--- src/rtl/dvs_pkg.sv ---
package dvs_pkg;
   typedef enum logic [1:0] {
      ACT_IDLE  = 2'd0,
      ACT_READ  = 2'd1,
      ACT_WRITE = 2'd2,
      ACT_HIZ   = 2'd3
   } act_e;

   typedef struct packed {
      act_e       act;
      logic [1:0] lane_we;
      logic [1:0] lane_rd;
      logic       byte_view;
      logic       half;
      logic       bad;
   } dec_t;
endpackage

--- src/rtl/dvs_decode.sv ---
module dvs_decode
   import dvs_pkg::*;
(
   input  logic sel_n,
   input  logic sel,
   input  logic word_mode,
   input  logic lo_en_n,
   input  logic hi_en_n,
   input  logic wr_n,
   input  logic rd_n,
   input  logic a_lsb,
   output dec_t dec
);
   logic chip_on;
   assign chip_on = !sel_n && sel;

   always_comb begin
      dec           = '0;
      dec.act       = ACT_IDLE;
      dec.byte_view = !word_mode;
      dec.half      = a_lsb;
      if (chip_on) begin
         if (word_mode) begin
            if (!(lo_en_n && hi_en_n)) begin
               if (!wr_n) begin
                  dec.act     = ACT_WRITE;
                  dec.lane_we = {!hi_en_n, !lo_en_n};
               end else if (!rd_n) begin
                  dec.act     = ACT_READ;
                  dec.lane_rd = {!hi_en_n, !lo_en_n};
               end else begin
                  dec.act = ACT_HIZ;
               end
            end
         end else begin
            if (lo_en_n || hi_en_n) begin
               dec.bad = 1'b1;
            end else if (!wr_n) begin
               dec.act     = ACT_WRITE;
               dec.lane_we = a_lsb ? 2'b10 : 2'b01;
            end else if (!rd_n) begin
               dec.act     = ACT_READ;
               dec.lane_rd = a_lsb ? 2'b10 : 2'b01;
            end else begin
               dec.act = ACT_HIZ;
            end
         end
      end
   end
endmodule

--- src/rtl/dvs_store.sv ---
module dvs_store #(
   parameter int DEPTH  = 256,
   parameter int LANES  = 2,
   parameter int LANE_W = 8,
   localparam int AW    = $clog2(DEPTH),
   localparam int DW    = LANES * LANE_W
) (
   input  logic             clk,
   input  logic [LANES-1:0] lane_we,
   input  logic [AW-1:0]    addr,
   input  logic [DW-1:0]    wdata,
   output logic [DW-1:0]    rdata
);
   for (genvar g = 0; g < LANES; g++) begin : g_lane
      logic [LANE_W-1:0] cells [DEPTH];
      always_ff @(posedge clk) begin
         if (lane_we[g]) cells[addr] <= wdata[g*LANE_W +: LANE_W];
      end
      assign rdata[g*LANE_W +: LANE_W] = cells[addr];
   end
endmodule

--- src/rtl/dvs_outstage.sv ---
module dvs_outstage
   import dvs_pkg::*;
#(
   parameter int LANE_W = 8,
   localparam int DW    = 2 * LANE_W
) (
   input  logic          clk,
   input  logic          rst_n,
   input  act_e          act,
   input  logic          byte_view,
   input  logic          half,
   input  logic [1:0]    lane_rd,
   input  logic          bad_in,
   input  logic [DW-1:0] rdata,
   output logic [DW-1:0] rd_data,
   output logic          drv_lo,
   output logic          drv_mid,
   output logic          drv_top,
   output logic          bad_mode
);
   logic [DW-1:0] nxt_data;
   logic          nxt_lo, nxt_mid, nxt_top;

   always_comb begin
      nxt_data = '0;
      nxt_lo   = 1'b0;
      nxt_mid  = 1'b0;
      nxt_top  = 1'b0;
      if (act == ACT_READ) begin
         if (byte_view) begin
            nxt_data[LANE_W-1:0] = half ? rdata[DW-1:LANE_W] : rdata[LANE_W-1:0];
            nxt_lo               = 1'b1;
         end else begin
            if (lane_rd[0]) nxt_data[LANE_W-1:0]  = rdata[LANE_W-1:0];
            if (lane_rd[1]) nxt_data[DW-1:LANE_W] = rdata[DW-1:LANE_W];
            nxt_lo  = lane_rd[0];
            nxt_mid = lane_rd[1];
            nxt_top = lane_rd[1];
         end
      end
   end

   always_ff @(posedge clk or negedge rst_n) begin
      if (!rst_n) begin
         rd_data  <= '0;
         drv_lo   <= 1'b0;
         drv_mid  <= 1'b0;
         drv_top  <= 1'b0;
         bad_mode <= 1'b0;
      end else begin
         rd_data  <= nxt_data;
         drv_lo   <= nxt_lo;
         drv_mid  <= nxt_mid;
         drv_top  <= nxt_top;
         bad_mode <= bad_in;
      end
   end
endmodule

--- src/rtl/dual_view_sram.sv ---
module dual_view_sram
   import dvs_pkg::*;
#(
   parameter int DEPTH = 256,
   localparam int AW   = $clog2(DEPTH)
) (
   input  logic          clk,
   input  logic          rst_n,
   input  logic          sel_n,
   input  logic          sel,
   input  logic          word_mode,
   input  logic          lo_en_n,
   input  logic          hi_en_n,
   input  logic          wr_n,
   input  logic          rd_n,
   input  logic [AW-1:0] addr,
   input  logic [15:0]   wr_data,
   output logic [15:0]   rd_data,
   output logic          drv_lo,
   output logic          drv_mid,
   output logic          drv_top,
   output logic          bad_mode
);
   localparam int LANE_W = 8;

   if (DEPTH < 2 || (DEPTH & (DEPTH - 1)) != 0) begin : g_bad_depth
      $error("dual_view_sram: DEPTH must be a power of two of at least 2");
   end

   dec_t        dec;
   logic [15:0] store_wdata;
   logic [15:0] store_rdata;

   dvs_decode u_decode (
      .sel_n     (sel_n),
      .sel       (sel),
      .word_mode (word_mode),
      .lo_en_n   (lo_en_n),
      .hi_en_n   (hi_en_n),
      .wr_n      (wr_n),
      .rd_n      (rd_n),
      .a_lsb     (wr_data[15]),
      .dec       (dec)
   );

   assign store_wdata = dec.byte_view ? {2{wr_data[LANE_W-1:0]}} : wr_data;

   dvs_store #(.DEPTH(DEPTH), .LANES(2), .LANE_W(LANE_W)) u_store (
      .clk     (clk),
      .lane_we (dec.lane_we),
      .addr    (addr),
      .wdata   (store_wdata),
      .rdata   (store_rdata)
   );

   dvs_outstage #(.LANE_W(LANE_W)) u_out (
      .clk       (clk),
      .rst_n     (rst_n),
      .act       (dec.act),
      .byte_view (dec.byte_view),
      .half      (dec.half),
      .lane_rd   (dec.lane_rd),
      .bad_in    (dec.bad),
      .rdata     (store_rdata),
      .rd_data   (rd_data),
      .drv_lo    (drv_lo),
      .drv_mid   (drv_mid),
      .drv_top   (drv_top),
      .bad_mode  (bad_mode)
   );

   assert_deselect_quiet_R1: assert property (@(posedge clk) disable iff (!rst_n)
      ($past(sel_n) || !$past(sel)) |-> (!drv_lo && !drv_mid && !drv_top && rd_data == 16'h0));

   assert_write_quiet_R4: assert property (@(posedge clk) disable iff (!rst_n)
      !$past(wr_n) |-> (!drv_lo && !drv_mid && !drv_top));

   assert_hiz_R6: assert property (@(posedge clk) disable iff (!rst_n)
      (!$past(sel_n) && $past(sel) && $past(wr_n) && $past(rd_n))
      |-> (!drv_lo && !drv_mid && !drv_top));

   assert_byte_narrow_R8: assert property (@(posedge clk) disable iff (!rst_n)
      !$past(word_mode) |-> (!drv_mid && !drv_top && rd_data[15:8] == 8'h0));

   assert_bad_flag_R9: assert property (@(posedge clk) disable iff (!rst_n)
      bad_mode == (!$past(sel_n) && $past(sel) && !$past(word_mode)
                   && ($past(lo_en_n) || $past(hi_en_n))));

   assert_upper_pair_R5: assert property (@(posedge clk) disable iff (!rst_n)
      drv_mid == drv_top);
endmodule

--- config.mk ---
export PLATFORM = sky130hd
export DESIGN_NAME = dual_view_sram
export DESIGN_NICKNAME = d
export VERILOG_FILES = /design/src/rtl/dvs_pkg.sv /design/src/rtl/dvs_decode.sv /design/src/rtl/dvs_store.sv /design/src/rtl/dvs_outstage.sv /design/src/rtl/dual_view_sram.sv
export SDC_FILE = /design/constraint.sdc
export NUM_CORES = 2
export LEC_CHECK = 0
export BUFFER_PORTS_ARGS = -buffer_cell sky130_fd_sc_hd__buf_4
export CELL_PAD_IN_SITES_DETAIL_PLACEMENT = 0
export CELL_PAD_IN_SITES_GLOBAL_PLACEMENT = 1
export CORE_MARGIN = 2
export CORE_UTILIZATION = 56
export CTS_CLUSTER_SIZE = 40
export DETAILED_ROUTE_END_ITERATION = 16
export GPL_ROUTABILITY_DRIVEN = 1
export PLACE_DENSITY = 0.77
export SETUP_SLACK_MARGIN = 0.05
export SYNTH_ARGS = -nofsm -noshare
export SYNTH_HDL_FRONTEND = slang
export SYNTH_HIERARCHICAL = 1
export SYNTH_SLANG_ARGS = --single-unit
export TNS_END_PERCENT = 1
--- constraint.sdc ---
create_clock -name clk -period 2.05 [get_ports clk]
set_input_delay 0.41 -clock clk [delete_from_list [all_inputs] [get_ports clk]]
set_output_delay 0.41 -clock clk [all_outputs]
set_load 0.02 [all_outputs]
Word-level counts from Yosys, hierarchy flattened

Memories as Yosys holds them, arrays and structs flattened.
Index checks and enable logic that the tools add are counted.

Equal/unequal tests: 1
Muxes and demuxes: 31
Reductions and logical operators: 6

Operators with widths:

| kind               | number |
|---|---|
| $mux 8             | 5 |
| $mux 16            | 2 |
| $mux 6             | 4 |
| $mux 2             | 9 |
| $mux 1             | 11 |
| $logic_not 1->1    | 3 |
| $eq 2x1->1 const B | 1 |
| $logic_and 1x1->1  | 2 |
| $logic_or 1x1->1   | 1 |

Register bits after elaboration: 19
Memory bits (writable): 4096
Word-level logic and storage cells: 44
Memories: 2

Memories:

| memory                  | depth | bits a word | rd ports | clocked after Yosys merged registers in | wr ports | RTL line        | text |
|---|---|---|---|---|---|---|---|
| u_store.g_lane[0].cells | 256   | 8           | 1        | 0                                       | 1        | dvs_store.sv:15 | `logic [LANE_W-1:0] cells [DEPTH];` |
| u_store.g_lane[1].cells | 256   | 8           | 1        | 0                                       | 1        | dvs_store.sv:15 |  |

Longest topological paths before layout

Depth in word-level cells: 9
Gate-level depth with buffers: 10

Cells and area by module

The synthesis kept the hierarchy.

Modules (own cells, without submodules):

| module         | instances | cells each | area each (sq um) |
|---|---|---|---|
| dvs_store      | 1         | 7016       | 156208.6 |
| dvs_outstage   | 1         | 43         | 674.4 |
| dvs_decode     | 1         | 17         | 173.9 |
| dual_view_sram | 1         | 9          | 131.4 |

Worst setup path after synthesis

OpenSTA, ideal clock, no wires.

Path kind: input to register
Start: in sel_n
End: mem u_store.g_lane[1].cells[140][0], enable pin
Library setup time: 0.370 ns
Arrival: 2.343 ns
Required time: 1.680 ns
Setup slack: -0.663 ns
Stages: 7
Path through: nand2b_4 -> a2111oi_2 -> clkbuf_1 -> nor3b_1 -> nand2_1 -> clkbuf_1 -> nor2_1

RTL lines:

| what        | RTL line            | text |
|---|---|---|
| from (decl) | dual_view_sram.sv:9 | `input logic sel_n,` |
| to (decl)   | dvs_store.sv:15     |  |

Worst setup path in the final report

Start: mem u_store.g_lane[0].cells[171][6]
End: reg u_out.rd_data[6]

Word-level cells in the longest chain between the ends: 4
Elaborated cells on any way between the ends: 5
Those cells by class: mux: 4; memory: 1

RTL lines:

| what                      | RTL line                               | text |
|---|---|---|
| from (decl)               | dvs_store.sv:15                        |  |
| $mem_v2 256x8 *           | --                                     |  |
| via store_rdata[6]        | dual_view_sram.sv:32                   | `logic [15:0] store_rdata;` |
| $mux 8 (on tied branches) | dvs_outstage.sv:31, dvs_outstage.sv:34 |  |
| $mux 8 *                  | dvs_outstage.sv:30                     | `if (byte_view) begin` |
| $mux 16 *                 | dvs_outstage.sv:29                     | `if (act == ACT_READ) begin` |
| via u_out.nxt_data[6]     | dvs_outstage.sv:21                     | `logic [DW-1:0] nxt_data;` |
| to (signal assigned)      | dvs_outstage.sv:51                     | `rd_data <= nxt_data;` |
| to (decl)                 | dvs_outstage.sv:15                     | `output logic [DW-1:0] rd_data,` |

Mark *: on every way through the listed nets, which the timed path passes. The rest lies on a longest branch.

==> out/summary.md <==
The flow ran to the end, but the final reports show violations. The checks that failed: setup timing. In the final layout, the share of cells above drive strength 1 is 37.6%. The Yosys step of the flow raised 6 warnings. Setup slack on the worst reg-to-reg path comes out at -870 ps. The top cell types in the final layout, fill and taps aside, are 4096 x sky130_fd_sc_hd__edfxtp_1, 1154 x sky130_fd_sc_hd__buf_4, 1024 x sky130_fd_sc_hd__mux4_2. The total power is 174 mW. The time the worst path needs with I/O delays and setup is 2920 ps, and the register clock-pin slew on the reported worst setup and hold paths is 60 ps. The share of the synthesized area in compound gates (AO/OA/AOI/OAI) was 3.72%. The finished cells cover 189000 µm².

Top-area cell type share of the netlist area: 78.2%. The largest net degree at the start of global routing is 141. The capturing element of the worst setup path is u_out/rd_data[6]. The tools report the count of final max-slew check failures as 0. The simple-gate area share of the yosys netlist is 1.62%. The synthesized netlist devotes 0% of its cell area to adder and majority cells. The worst register-to-register path has a depth of 8. The first global-routing pass estimated 583000 µm of wire. The worst-skew pair later-pin latency was 960 ps; the power density relative to cell area was 924 nW/µm². Cells fill 67.6% of the core in the end. The synthesized flop and latch total was 4115; the sequential-to-total area share from yosys stat was 78.6%. Setup total negative slack on the finished layout was measured at -9730 ps. Beginning of the critical path: u_store/g_lane[0].cells[171][6].

Using the TritonRoute via totals, the vias-per-cell ratio works out to 6.47. Averaged over all synthesized cells, the footprint is 22.2 µm². The die covers 285000 µm².

Dividing the final minimum period by the clock period gives 142%. The share of the synthesized netlist area taken by xor and xnor gates was 0%; the maximum level of the CTS H-tree was 5. In this run, the number of DRC markers left after iteration 0 of detailed routing was 10900. The logs give 10 for the initial antenna violation count and 175000 µm² for the instance area after placement. The most common library cell in the layout ignoring fill and taps is sky130_fd_sc_hd__edfxtp_1. The congestion estimate from routability-driven global placement came to 0.877. TritonCTS built the clock tree. The portion of synthesized area spent on multiplexers is 14.7%.

At the worst endpoint, the required time is 2860 ps. Final setup violation count: 16. The final layout contains 8514 nets. Summed over all layers, the global routing overflow is 0. Clock tree synthesis selected as its root buffer the cell sky130_fd_sc_hd__clkbuf_16. Counting every sink on the clock net gives 4115. The data arrival time at the worst-slack endpoint came out at 3720 ps. The most used flip-flop cell after synthesis was sky130_fd_sc_hd__edfxtp_1.

The tools report the net count after synthesis as 7118. Ranked by total cell area, the synthesized netlist is headed by sky130_fd_sc_hd__edfxtp_1 78%, sky130_fd_sc_hd__mux4_2 15%, sky130_fd_sc_hd__a22oi_1 2.4%. The synthesized netlist contains 36 unique library cells. The worst setup path is captured at a register. The effective utilization at floorplan was 56.3%. The mapped netlist covers 157000 µm². The via count is 81200, and the buffers inserted during post-CTS setup optimization is 0. The maximum fanout encountered on the critical timing path works out to 1.

In this run the count of I/O pins placed on the die edge is 53. Synthesis produced 7085 cells. Setup repair after global routing could not meet its margin everywhere. By startpoint and endpoint, the worst setup path is classified as register to register. The final worst setup slack was -865 ps. The tools report the capturing point of the worst reg2reg path as u_out/rd_data[6].

The run gives 0 as the reported max-cap violation count. The logs give 0.800 mV for the maximum VDD drop and 0 for the count of nets left with antenna violations after detail routing. The die boundary height works out to 534 µm.

STA classifies the critical path startpoint as a register. Compared with the post-synthesis result, the final layout area differs by 20.1%. The synthesized design spends more area on one cell type than any other, namely sky130_fd_sc_hd__edfxtp_1.

Timing would allow up to 343 MHz. The number of global-route vias before repair is 82200, and the actual slew at the worst max-slew pin is 887 ps. First-pass detailed-route iteration total: 6. The clock arrives with 44.1 ps of skew. The placeable core region was 279000 µm². The largest family of logic cells by synthesized area was multiplexers. The run gives 257000 µm as the detailed placement HPWL. The leakage power came out at 60.9 nW. The routed length per placed instance came out at 32.1 µm. The final layout contains routed wiring with a total length of 403000 µm. Clock tree synthesis inserted a total of 397 buffers.

The overall fraction of global-route tracks in use was 28.3%; the DRC violations left was 0. For the site row count, the log shows 194. The min-delay analysis places its worst path in the category input port to register. In this run, synthesis inferred 4096 flip-flops with an integrated enable. The clock passes through at most 4 buffers. Port buffering added 52 buffers.

The worst pin sits at a relative slew slack of 40.7%. Worst flop-to-flop path startpoint: u_store/g_lane[0].cells[171][6]. The async set-reset flop share out of synthesis was 0.462%. The die boundary width came out at 534 µm.

The count of endpoints failing hold in the final timing report was 0.
synth_stat cells (2+ instances only):
master	count
sky130_fd_sc_hd__inv_1	3
sky130_fd_sc_hd__clkbuf_1	303
sky130_fd_sc_hd__nor3b_4	2
sky130_fd_sc_hd__nand2b_1	2
sky130_fd_sc_hd__a22o_1	8
sky130_fd_sc_hd__nand4_1	16
sky130_fd_sc_hd__buf_2	71
sky130_fd_sc_hd__mux4_2	1024
sky130_fd_sc_hd__and3b_1	2
sky130_fd_sc_hd__a22oi_1	512
sky130_fd_sc_hd__nor2_1	516
sky130_fd_sc_hd__a21oi_1	256
sky130_fd_sc_hd__nor3b_1	3
sky130_fd_sc_hd__o41ai_1	64
sky130_fd_sc_hd__dfrtp_1	19
sky130_fd_sc_hd__buf_1	49
sky130_fd_sc_hd__nand3_1	20
sky130_fd_sc_hd__nor2b_1	8
sky130_fd_sc_hd__edfxtp_1	4096
sky130_fd_sc_hd__nor4_1	2
sky130_fd_sc_hd__nor2_2	2
sky130_fd_sc_hd__nand2b_4	3
sky130_fd_sc_hd__and2_1	11
sky130_fd_sc_hd__buf_6	28
sky130_fd_sc_hd__mux2_4	8
sky130_fd_sc_hd__nand2_1	30
sky130_fd_sc_hd__buf_4	18
per-stage QoR:
stage | hold WS, ps | setup slack (ps) | cells
finish | 29.6 | -865 | 12500
global route | 29.4 | -819 | 12500
global placement | 321 | -1980 | 11800
detailed placement | 323 | -1980 | 11800
CTS | 8.86 | -791 | 12500
floorplan | 114 | -622 | 7085
worst max-delay path: stages, from the launching register on:
cell	delay, ps
sky130_fd_sc_hd__edfxtp_1	360
sky130_fd_sc_hd__mux4_2	530
sky130_fd_sc_hd__a22oi_2	300
sky130_fd_sc_hd__a21oi_2	130
sky130_fd_sc_hd__o41ai_4	480
sky130_fd_sc_hd__buf_4	240
sky130_fd_sc_hd__nand4_1	310
sky130_fd_sc_hd__buf_4	270
sky130_fd_sc_hd__a22o_1	170
registers in the layout (all words and copies together) (netlist names):
| signal | flops |
|---|---|
| u_out/drv_lo | 1 |
| u_out/drv_top | 1 |
| u_out/bad_mode | 1 |
| u_store/g_lane.cells | 4096 |
| u_out/rd_data | 16 |
logic make-up (layout without fill, tap and decap cells):
group	Yosys count	after routing
mux	1032	1032
flops	4115	4115
simple gates	620	620
buf+inv	472	2203
other cells	0	5
compound gates	846	846
report_power, final:
group / switching, mW / total, mW / internal, mW
Sequential: 0.00747 / 92.8 / 92.8
Clock: 31.1 / 71.6 / 40.5
Combinational: 5.96 / 9.87 / 3.91
layout make-up:
| class | count | area [µm²] |
|---|---|---|
| Clock inverter | 249 | 2270 |
| Multi-Input combinational cell | 2498 | 33300 |
| Antenna cell | 5 | 12.5 |
| Sequential cell | 4115 | 123000 |
| Inverter | 3 | 11.3 |
| Fill cell | 16900 | 90600 |
| Timing Repair Buffer | 1466 | 14600 |
| Tap cell | 3724 | 4660 |
| Clock buffer | 485 | 10400 |
per-layer routing:
| metal | part of all wire (%) | vias up | GRT usage, % |
|---|---|---|---|
| met1 | 38 | 43000 | 40.2 |
| met2 | 48 | 4544 | 44.5 |
| met5 | 0.016 | - | 0 |
| met3 | 9.8 | 721 | 5.64 |
| met4 | 4.0 | 4 | 10.2 |
| li1 | - | 32900 | - |
worst min path at each step:
stage | from | endpoint | cells after the start
2_1_floorplan | rst_n | u_out/bad_mode | 0
3_3_place_gp | rst_n | u_out/bad_mode | 1
3_5_place_dp | rst_n | u_out/bad_mode | 1
4_1_cts | hi_en_n | u_out/drv_top | 5
5_1_grt | wr_data[7] | u_store/g_lane[0].cells[201][7] | 2
6_report | wr_data[7] | u_store/g_lane[0].cells[200][7] | 2
what timing repair did:
action / 4_1_cts / 5_1_grt
setup endpoints to repair: 321 / 439
endpoints found under the hold margin: 120 / 0
hold buffers: 18 / 0
gates resized for setup: 131 / 80
pin swaps: 30 / 32
gates cloned: 0 / 1
Power figures use the tool's default switching activity.
